## src/rtl/split_link_pkg.sv

```systemverilog
package split_link_pkg;

    // Operating mode of the link, derived from configuration.
    typedef enum logic [1:0] {
        MODE_DIRECT = 2'd0,
        MODE_SPLIT  = 2'd1,
        MODE_OFF    = 2'd2
    } lane_mode_e;

endpackage

```

## src/rtl/split_link_scatter.sv

```systemverilog
// Places a half-width word on the healthy wires, lowest healthy wire first.
module split_link_scatter #(
    parameter int LINK_W = 16
) (
    input  logic [LINK_W-1:0]   lane_map,
    input  logic [LINK_W/2-1:0] half_in,
    output logic [LINK_W-1:0]   wires_out
);
    localparam int HALF_W = LINK_W / 2;
    localparam int CNT_W  = $clog2(HALF_W) + 1;

    logic [CNT_W-1:0] used;

    always_comb begin
        used      = '0;
        wires_out = '0;
        for (int w = 0; w < LINK_W; w++) begin
            if (!lane_map[w] && (used < CNT_W'(HALF_W))) begin
                wires_out[w] = half_in[used[CNT_W-2:0]];
                used         = used + CNT_W'(1);
            end
        end
    end

endmodule

```

## src/rtl/split_link_gather.sv

```systemverilog
// Collects a half-width word from the healthy wires, lowest healthy wire first.
module split_link_gather #(
    parameter int LINK_W = 16
) (
    input  logic [LINK_W-1:0]   lane_map,
    input  logic [LINK_W-1:0]   wires_in,
    output logic [LINK_W/2-1:0] half_out
);
    localparam int HALF_W = LINK_W / 2;
    localparam int CNT_W  = $clog2(HALF_W) + 1;

    logic [CNT_W-1:0] used;

    always_comb begin
        used     = '0;
        half_out = '0;
        for (int w = 0; w < LINK_W; w++) begin
            if (!lane_map[w] && (used < CNT_W'(HALF_W))) begin
                half_out[used[CNT_W-2:0]] = wires_in[w];
                used                      = used + CNT_W'(1);
            end
        end
    end

endmodule

```

## src/rtl/split_link_xcvr.sv

```systemverilog
// Link transceiver: in split mode a flit crosses the link in two clock phases
// over healthy wires only; in direct mode it crosses as one full-width word.
module split_link_xcvr
    import split_link_pkg::*;
#(
    parameter int LINK_W = 16
) (
    input  logic              clk,
    input  logic              rst_n,
    input  logic              split_en,
    input  logic [LINK_W-1:0] fault_map,
    input  logic              tx_valid,
    input  logic [LINK_W-1:0] tx_flit,
    output logic              tx_ready,
    output logic [LINK_W-1:0] link_out,
    input  logic [LINK_W-1:0] link_in,
    input  logic              rx_ready,
    output logic              rx_valid,
    output logic [LINK_W-1:0] rx_flit,
    output logic              cfg_err
);
    localparam int HALF_W = LINK_W / 2;

    // Rising-edge state. The link is driven as pos ^ neg, so each clock edge
    // changes the wires through a register and no data path muxes on clk.
    typedef struct packed {
        logic [LINK_W-1:0] flit;    // flit being sent this cycle
        logic              vld;     // control wire: flit sent this cycle
        logic [LINK_W-1:0] pos;     // rising-edge half of the wire encoding
        logic [LINK_W-1:0] rx_flit;
        logic              rx_vld;
    } rise_t;

    rise_t st_d, st_q;

    // Falling-edge state.
    logic [LINK_W-1:0] neg_d, neg_q;    // falling-edge half of the encoding
    logic [HALF_W-1:0] rxlo_d, rxlo_q;  // first half captured at end of high phase

    lane_mode_e        mode;
    logic              over_limit;
    logic              accept;
    logic [LINK_W-1:0] flit_nxt;
    logic [LINK_W-1:0] first_wires, second_wires;
    logic [LINK_W-1:0] first_word, second_word;
    logic [HALF_W-1:0] rx_half;

    assign over_limit = ($countones(fault_map) > HALF_W);
    assign cfg_err    = split_en && over_limit;
    assign tx_ready   = rx_ready && !cfg_err;
    assign accept     = tx_valid && tx_ready;
    assign flit_nxt   = accept ? tx_flit : st_q.flit;

    always_comb begin
        if (cfg_err)       mode = MODE_OFF;
        else if (split_en) mode = MODE_SPLIT;
        else               mode = MODE_DIRECT;
    end

    // Lower half of the incoming flit, driven during the high phase.
    split_link_scatter #(.LINK_W(LINK_W)) u_scatter_first (
        .lane_map (fault_map),
        .half_in  (flit_nxt[HALF_W-1:0]),
        .wires_out(first_wires)
    );

    // Upper half of the held flit, driven during the low phase.
    split_link_scatter #(.LINK_W(LINK_W)) u_scatter_second (
        .lane_map (fault_map),
        .half_in  (st_q.flit[LINK_W-1:HALF_W]),
        .wires_out(second_wires)
    );

    split_link_gather #(.LINK_W(LINK_W)) u_gather (
        .lane_map(fault_map),
        .wires_in(link_in),
        .half_out(rx_half)
    );

    always_comb begin
        st_d = st_q;

        unique case (mode)
            MODE_SPLIT: begin
                first_word  = first_wires;
                second_word = second_wires;
            end
            MODE_DIRECT: begin
                first_word  = flit_nxt;
                second_word = st_q.flit;
            end
            default: begin
                first_word  = '0;
                second_word = '0;
            end
        endcase

        // transmit side
        st_d.flit = flit_nxt;
        st_d.vld  = accept;
        st_d.pos  = first_word ^ neg_q;
        neg_d     = second_word ^ st_q.pos;

        // receive side
        rxlo_d      = rx_half;
        st_d.rx_vld = st_q.vld && (mode != MODE_OFF);
        unique case (mode)
            MODE_SPLIT:  st_d.rx_flit = {rx_half, rxlo_q};
            MODE_DIRECT: st_d.rx_flit = link_in;
            default:     st_d.rx_flit = '0;
        endcase
    end

    always_ff @(posedge clk or negedge rst_n) begin
        if (!rst_n) st_q <= '0;
        else        st_q <= st_d;
    end

    always_ff @(negedge clk or negedge rst_n) begin
        if (!rst_n) begin
            neg_q  <= '0;
            rxlo_q <= '0;
        end else begin
            neg_q  <= neg_d;
            rxlo_q <= rxlo_d;
        end
    end

    assign link_out = st_q.pos ^ neg_q;
    assign rx_valid = st_q.rx_vld;
    assign rx_flit  = st_q.rx_flit;

endmodule

```

## config.mk

```make
export PLATFORM = sky130hd
export DESIGN_NAME = split_link_xcvr
export DESIGN_NICKNAME = d
export VERILOG_FILES = /design/src/rtl/split_link_pkg.sv /design/src/rtl/split_link_scatter.sv /design/src/rtl/split_link_gather.sv /design/src/rtl/split_link_xcvr.sv
export SDC_FILE = /design/constraint.sdc
export NUM_CORES = 1
export LEC_CHECK = 0
export ABC_CLOCK_PERIOD_IN_PS = 25900
export CAP_MARGIN = 10
export CORE_ASPECT_RATIO = 1.1
export CORE_MARGIN = 3
export CORE_UTILIZATION = 50
export CTS_CLUSTER_SIZE = 24
export DETAILED_ROUTE_END_ITERATION = 6
export PLACE_DENSITY_LB_ADDON = 0.1
export SYNTH_ARGS = -nofsm -noshare
export SYNTH_HDL_FRONTEND = slang
export SYNTH_SLANG_ARGS = --single-unit
```

## constraint.sdc

```tcl
create_clock -name clk -period 25.9 [get_ports clk]
set_input_delay 7.77 -clock clk [delete_from_list [all_inputs] [get_ports clk]]
set_output_delay 7.77 -clock clk [all_outputs]
set_load 0.03 [all_outputs]
```

== Word level (Yosys, flattened, before mapping) ==
Index checks and enable logic that the tools add are counted.
Word-level totals
  word-level logic and storage cells: 312
  flip-flop bits (word level): 74
  output and inout port bits: 35
Operators by class
  bitwise gates (word level): 3
  eq/ne operators: 2
  $lt $le $gt $ge: 46
  reduce and logical (&&, ||, !) cells: 51
  muxes and demuxes: 174
  add/subtract/negate cells: 29
Operator list (number)
  $bwmux 8: 15
  $mux 8: 15
  $pmux 16 s2: 3
  $bmux 1 s3: 30
  $mux 1: 80
  $lt 4x4->1 const B: 15
  $lt 3x4->1 const B: 14
  $mux 4: 14
  $add 4x1->4 const B: 13
  $xor 16x16->16: 3
  $demux 1 s3: 15
  $ge 3x1->1 const B: 14
  $logic_and 1x1->1: 34
  $add 1x1->2: 8
  $logic_not 1->1: 16
  $mux 16: 1
  $add 2x2->3: 4
  $add 3x3->4: 2
  $add 4x4->5: 1
  $gt 5x4->1 const B: 1
  $lt 1x4->1 const B: 1
  $add 1x1->2 const B: 1
  $eq 2x1->1 const B: 1
  $logic_not 2->1: 1
  other kinds (3): 3

== Depth between registers and ports, before layout ==
  depth in word-level cells: 50
  gate-level depth with buffers: 52

== Modules after synthesis ==
Synthesis repeated with hierarchy kept, for this count alone.
Unflattened totals
  cell total of the unflattened synthesis: 1849
  area, all modules: 15512.4 um^2
By module, submodules not included
  split_link_scatter: area each 3711.1 um^2, times used 2, seq. area each 0.0 um^2, cells an instance 463
  split_link_gather: area each 4174.0 um^2, times used 1, seq. area each 0.0 um^2, cells an instance 547
  split_link_xcvr: area each 3916.3 um^2, times used 1, seq. area each 1851.8 um^2, cells an instance 376

==> results.toml <==
[run_status]
status = "complete, but fails checks"
violations = "negative setup slack"

[clock_network]
clock_latency_ns = 0.35
path_clk_slew_ns = 0.07
cts_tree = "yes"
hold_buffers = 0
cts_root_buf = "clkbuf_16"
cts_sinks = 74
cts_max_path_buffers = 2
numCtsBuffers = 9
htree_levels = 3

[timing]
slew_violations = 0
skew_ns = 0.0117
tightest_slew_ns = 1.08
rsz0062_at_grt = "yes"
max-slew-margin-rel_pct = 25.6
hold_viol_final = 0
finalSetupViolCount = 14
fin_ws_ns = -2.27
setup-tns-final_ns = -24.32

[critical_path]
crit_fanout = 5
cp.arrival_ns = 15.40
cp_common_cell = "ha_4"
reg2reg_depth = 7
rr_startpoint = "st_q[42]"
crit_path_end_kind = "flip-flop"
crit_start = "fault_map[1]"
r2r_setup_slack_ns = 10.79
start_kind = "primary input"
crit_end = "neg_q[15]"
crit_type = "in -> reg"
crit_path_top_delay_cell = "fa_2"
crit_path_max_incr_delay_ns = 0.62
rr_endpoint = "neg_q[6]"
cp_data_required_time_ns = 13.14

[drt]
wl_per_cell_um = 21.8
drt-total-wl_um = 36000
postRouteAntennaNets = 0
drc = 0
vias_per_cell = 6.14
vias = 10200
drt_iter0_drc = 935
drtPass1Iterations = 6

[die]
design.core.area_um2 = 18600
initial_utilization_pct = 51.6
die_x_um = 138
rows = 52
die_h_um = 151
io_pins = 88
die_area_um2 = 20900

[global_routing]
grt_use_total_pct = 33.4
grt_pass1_wl_um = 55300
antenna_found_initial = 0
grt_max_degree = 75
overflow = 0
grt_pass1_vias = 9851

[logic_synthesis]
synth_edf_count = 0
ys_warn_count = 0
ys.flop_type = "dfrtp_1"
avgSynthCellArea_um2 = 8.67
async_reset_ff_share_pct = 100
yosys-top-cells-area = "dfrtp_1 (13%), dfrtn_1 (6.3%), mux2i_1 (6.2%)"
syn-cell-area_um2 = 9600
synth-seq-cells = 74
yosysUniqueCellTypes = 115
synthCells = 1107
synth_largest_area_cell = "dfrtp_1"
synth_nets = 1190
yosysSeqAreaShare_pct = 19.3
synthDominantCellAreaShare_pct = 13.0

[finish]
area_growth_pct = 41.0
final_util_pct = 72.8
fin_area_um2 = 13500
final_nets = 1492
n_antenna_cell = 0
nFillCells = 1434
layout-drive-gt1-share_pct = 35.4

[place]
io_buffer_count = 87
placed_cell_area_um2 = 12700
hpwl_um = 27500
routabilityCongestion = 0.923

[flow_run]
drv_cap = 0

[worst_hold_path]
hold_class = "reg -> reg"
[registers in the layout (all words and copies together), names as in the netlist]
register,flops
rxlo_q,8
rx_flit,16
st_q,33
neg_q,16
rx_valid,1
[through the flow]
step	std cells	setup slack (ns)	hold slack, ns
2_1_floorplan	1107	-3.94	0.428
3_3_place_gp	1622	-3.10	0.431
3_5_place_dp	1622	-3.22	0.449
4_1_cts	1649	-2.22	0.470
5_1_grt	1657	-2.50	0.472
6_report	1657	-2.27	0.465
[cells in the mapped netlist, types with 11 or more instances]
library cell  instances
nor2_1              105
nand2_1             102
mux2i_1              59
inv_1                57
o21ai_0              54
a21oi_1              51
dfrtp_1              50
clkbuf_1             44
xor2_1               37
nor3_1               26
dfrtn_1              24
mux2_2               24
nand3_1              22
buf_4                21
ha_1                 19
o22ai_1              18
a211oi_1             17
mux4_2               17
nand2b_1             17
o221ai_1             16
xnor2_1              16
o211ai_1             15
buf_2                13
fa_1                 11
[routing by layer]
| metal | GRT usage [%] | part of all wire, % | vias up |
|---|---|---|---|
| met2 | 56.5 | 48 | 502 |
| met1 | 42.0 | 39 | 4836 |
| li1 | - | - | 4693 |
| met3 | 5.49 | 7.2 | 142 |
| met4 | 15.9 | 5.7 | 0 |
| met5 | 0 | 0 | - |
[logic make-up after synthesis]
group	count (synthesis)	share of synthesized area, %
multiplexers	116	15.7
buffers and inverters	157	7.44
flip-flops	74	19.3
AND/OR/NAND/NOR	347	17.7
XOR/XNOR	75	10.3
AO/OA/AOI/OAI	308	24.8
adder cells (fa/ha/maj)	30	4.77
[worst min path at each step]
| stage | from | endpoint | slack (ns) | cells past startpoint |
|---|---|---|---|---|
| 2_1_floorplan | st_q[33] | rx_valid | 0.43 | 1 |
| 3_3_place_gp | st_q[33] | rx_valid | 0.43 | 1 |
| 3_5_place_dp | st_q[33] | rx_valid | 0.45 | 1 |
| 4_1_cts | st_q[33] | rx_valid | 0.47 | 1 |
| 5_1_grt | st_q[33] | rx_valid | 0.47 | 1 |
| 6_report | st_q[33] | rx_valid | 0.46 | 1 |
[layout by cell type (no fill, tap or decap), types with 16 or more instances in the layout]
cell type	netlist	layout
inv_1	57	51
o21ai_0	54	48
nor2_1	105	99
nor3_1	26	24
dfrtn_1	24	24
mux2_2	24	17
dfrtp_1	50	50
xor2_1	37	36
mux2i_1	59	57
nand3_1	22	19
nand2_1	102	102
o22ai_1	18	16
mux4_2	17	17
buf_4	21	272
a21oi_1	51	49
clkdlybuf4s50_1	0	82
buf_6	4	17
[cell type report]
type                    count  area (µm²)  area share (%)
flip-flops and latches     74        1850            13.7
clock inverters             7        83.8           0.619
well taps                 243         304            2.25
multi-input cells         876        7650            56.5
inverters                  71         277            2.04
repair buffers            377        3150            23.2
clock buffers               9         225            1.66
[critical path: cells and delay by family]
| family | cells | cell delay (ns) |
|---|---|---|
| adders and majority gates | 12 | 3.00 |
| muxes | 8 | 1.77 |
| AOI/OAI and AO/OA | 7 | 1.27 |
| and+or+nand+nor | 4 | 0.57 |
| xor gates and xnor gates | 2 | 0.54 |
| buffers and inverters | 7 | 0.49 |
[repair_timing]
| item | 4_1_cts | 5_1_grt |
|---|---|---|
| setup endpoints to repair | 15 | 23 |
| pin swaps | 27 | 21 |
| resized for setup | 73 | 37 |
| buffers inserted | 11 | 9 |
Power is not shown: default switching activity piles up to over one toggle a cycle in this logic, so the estimate is an artifact.
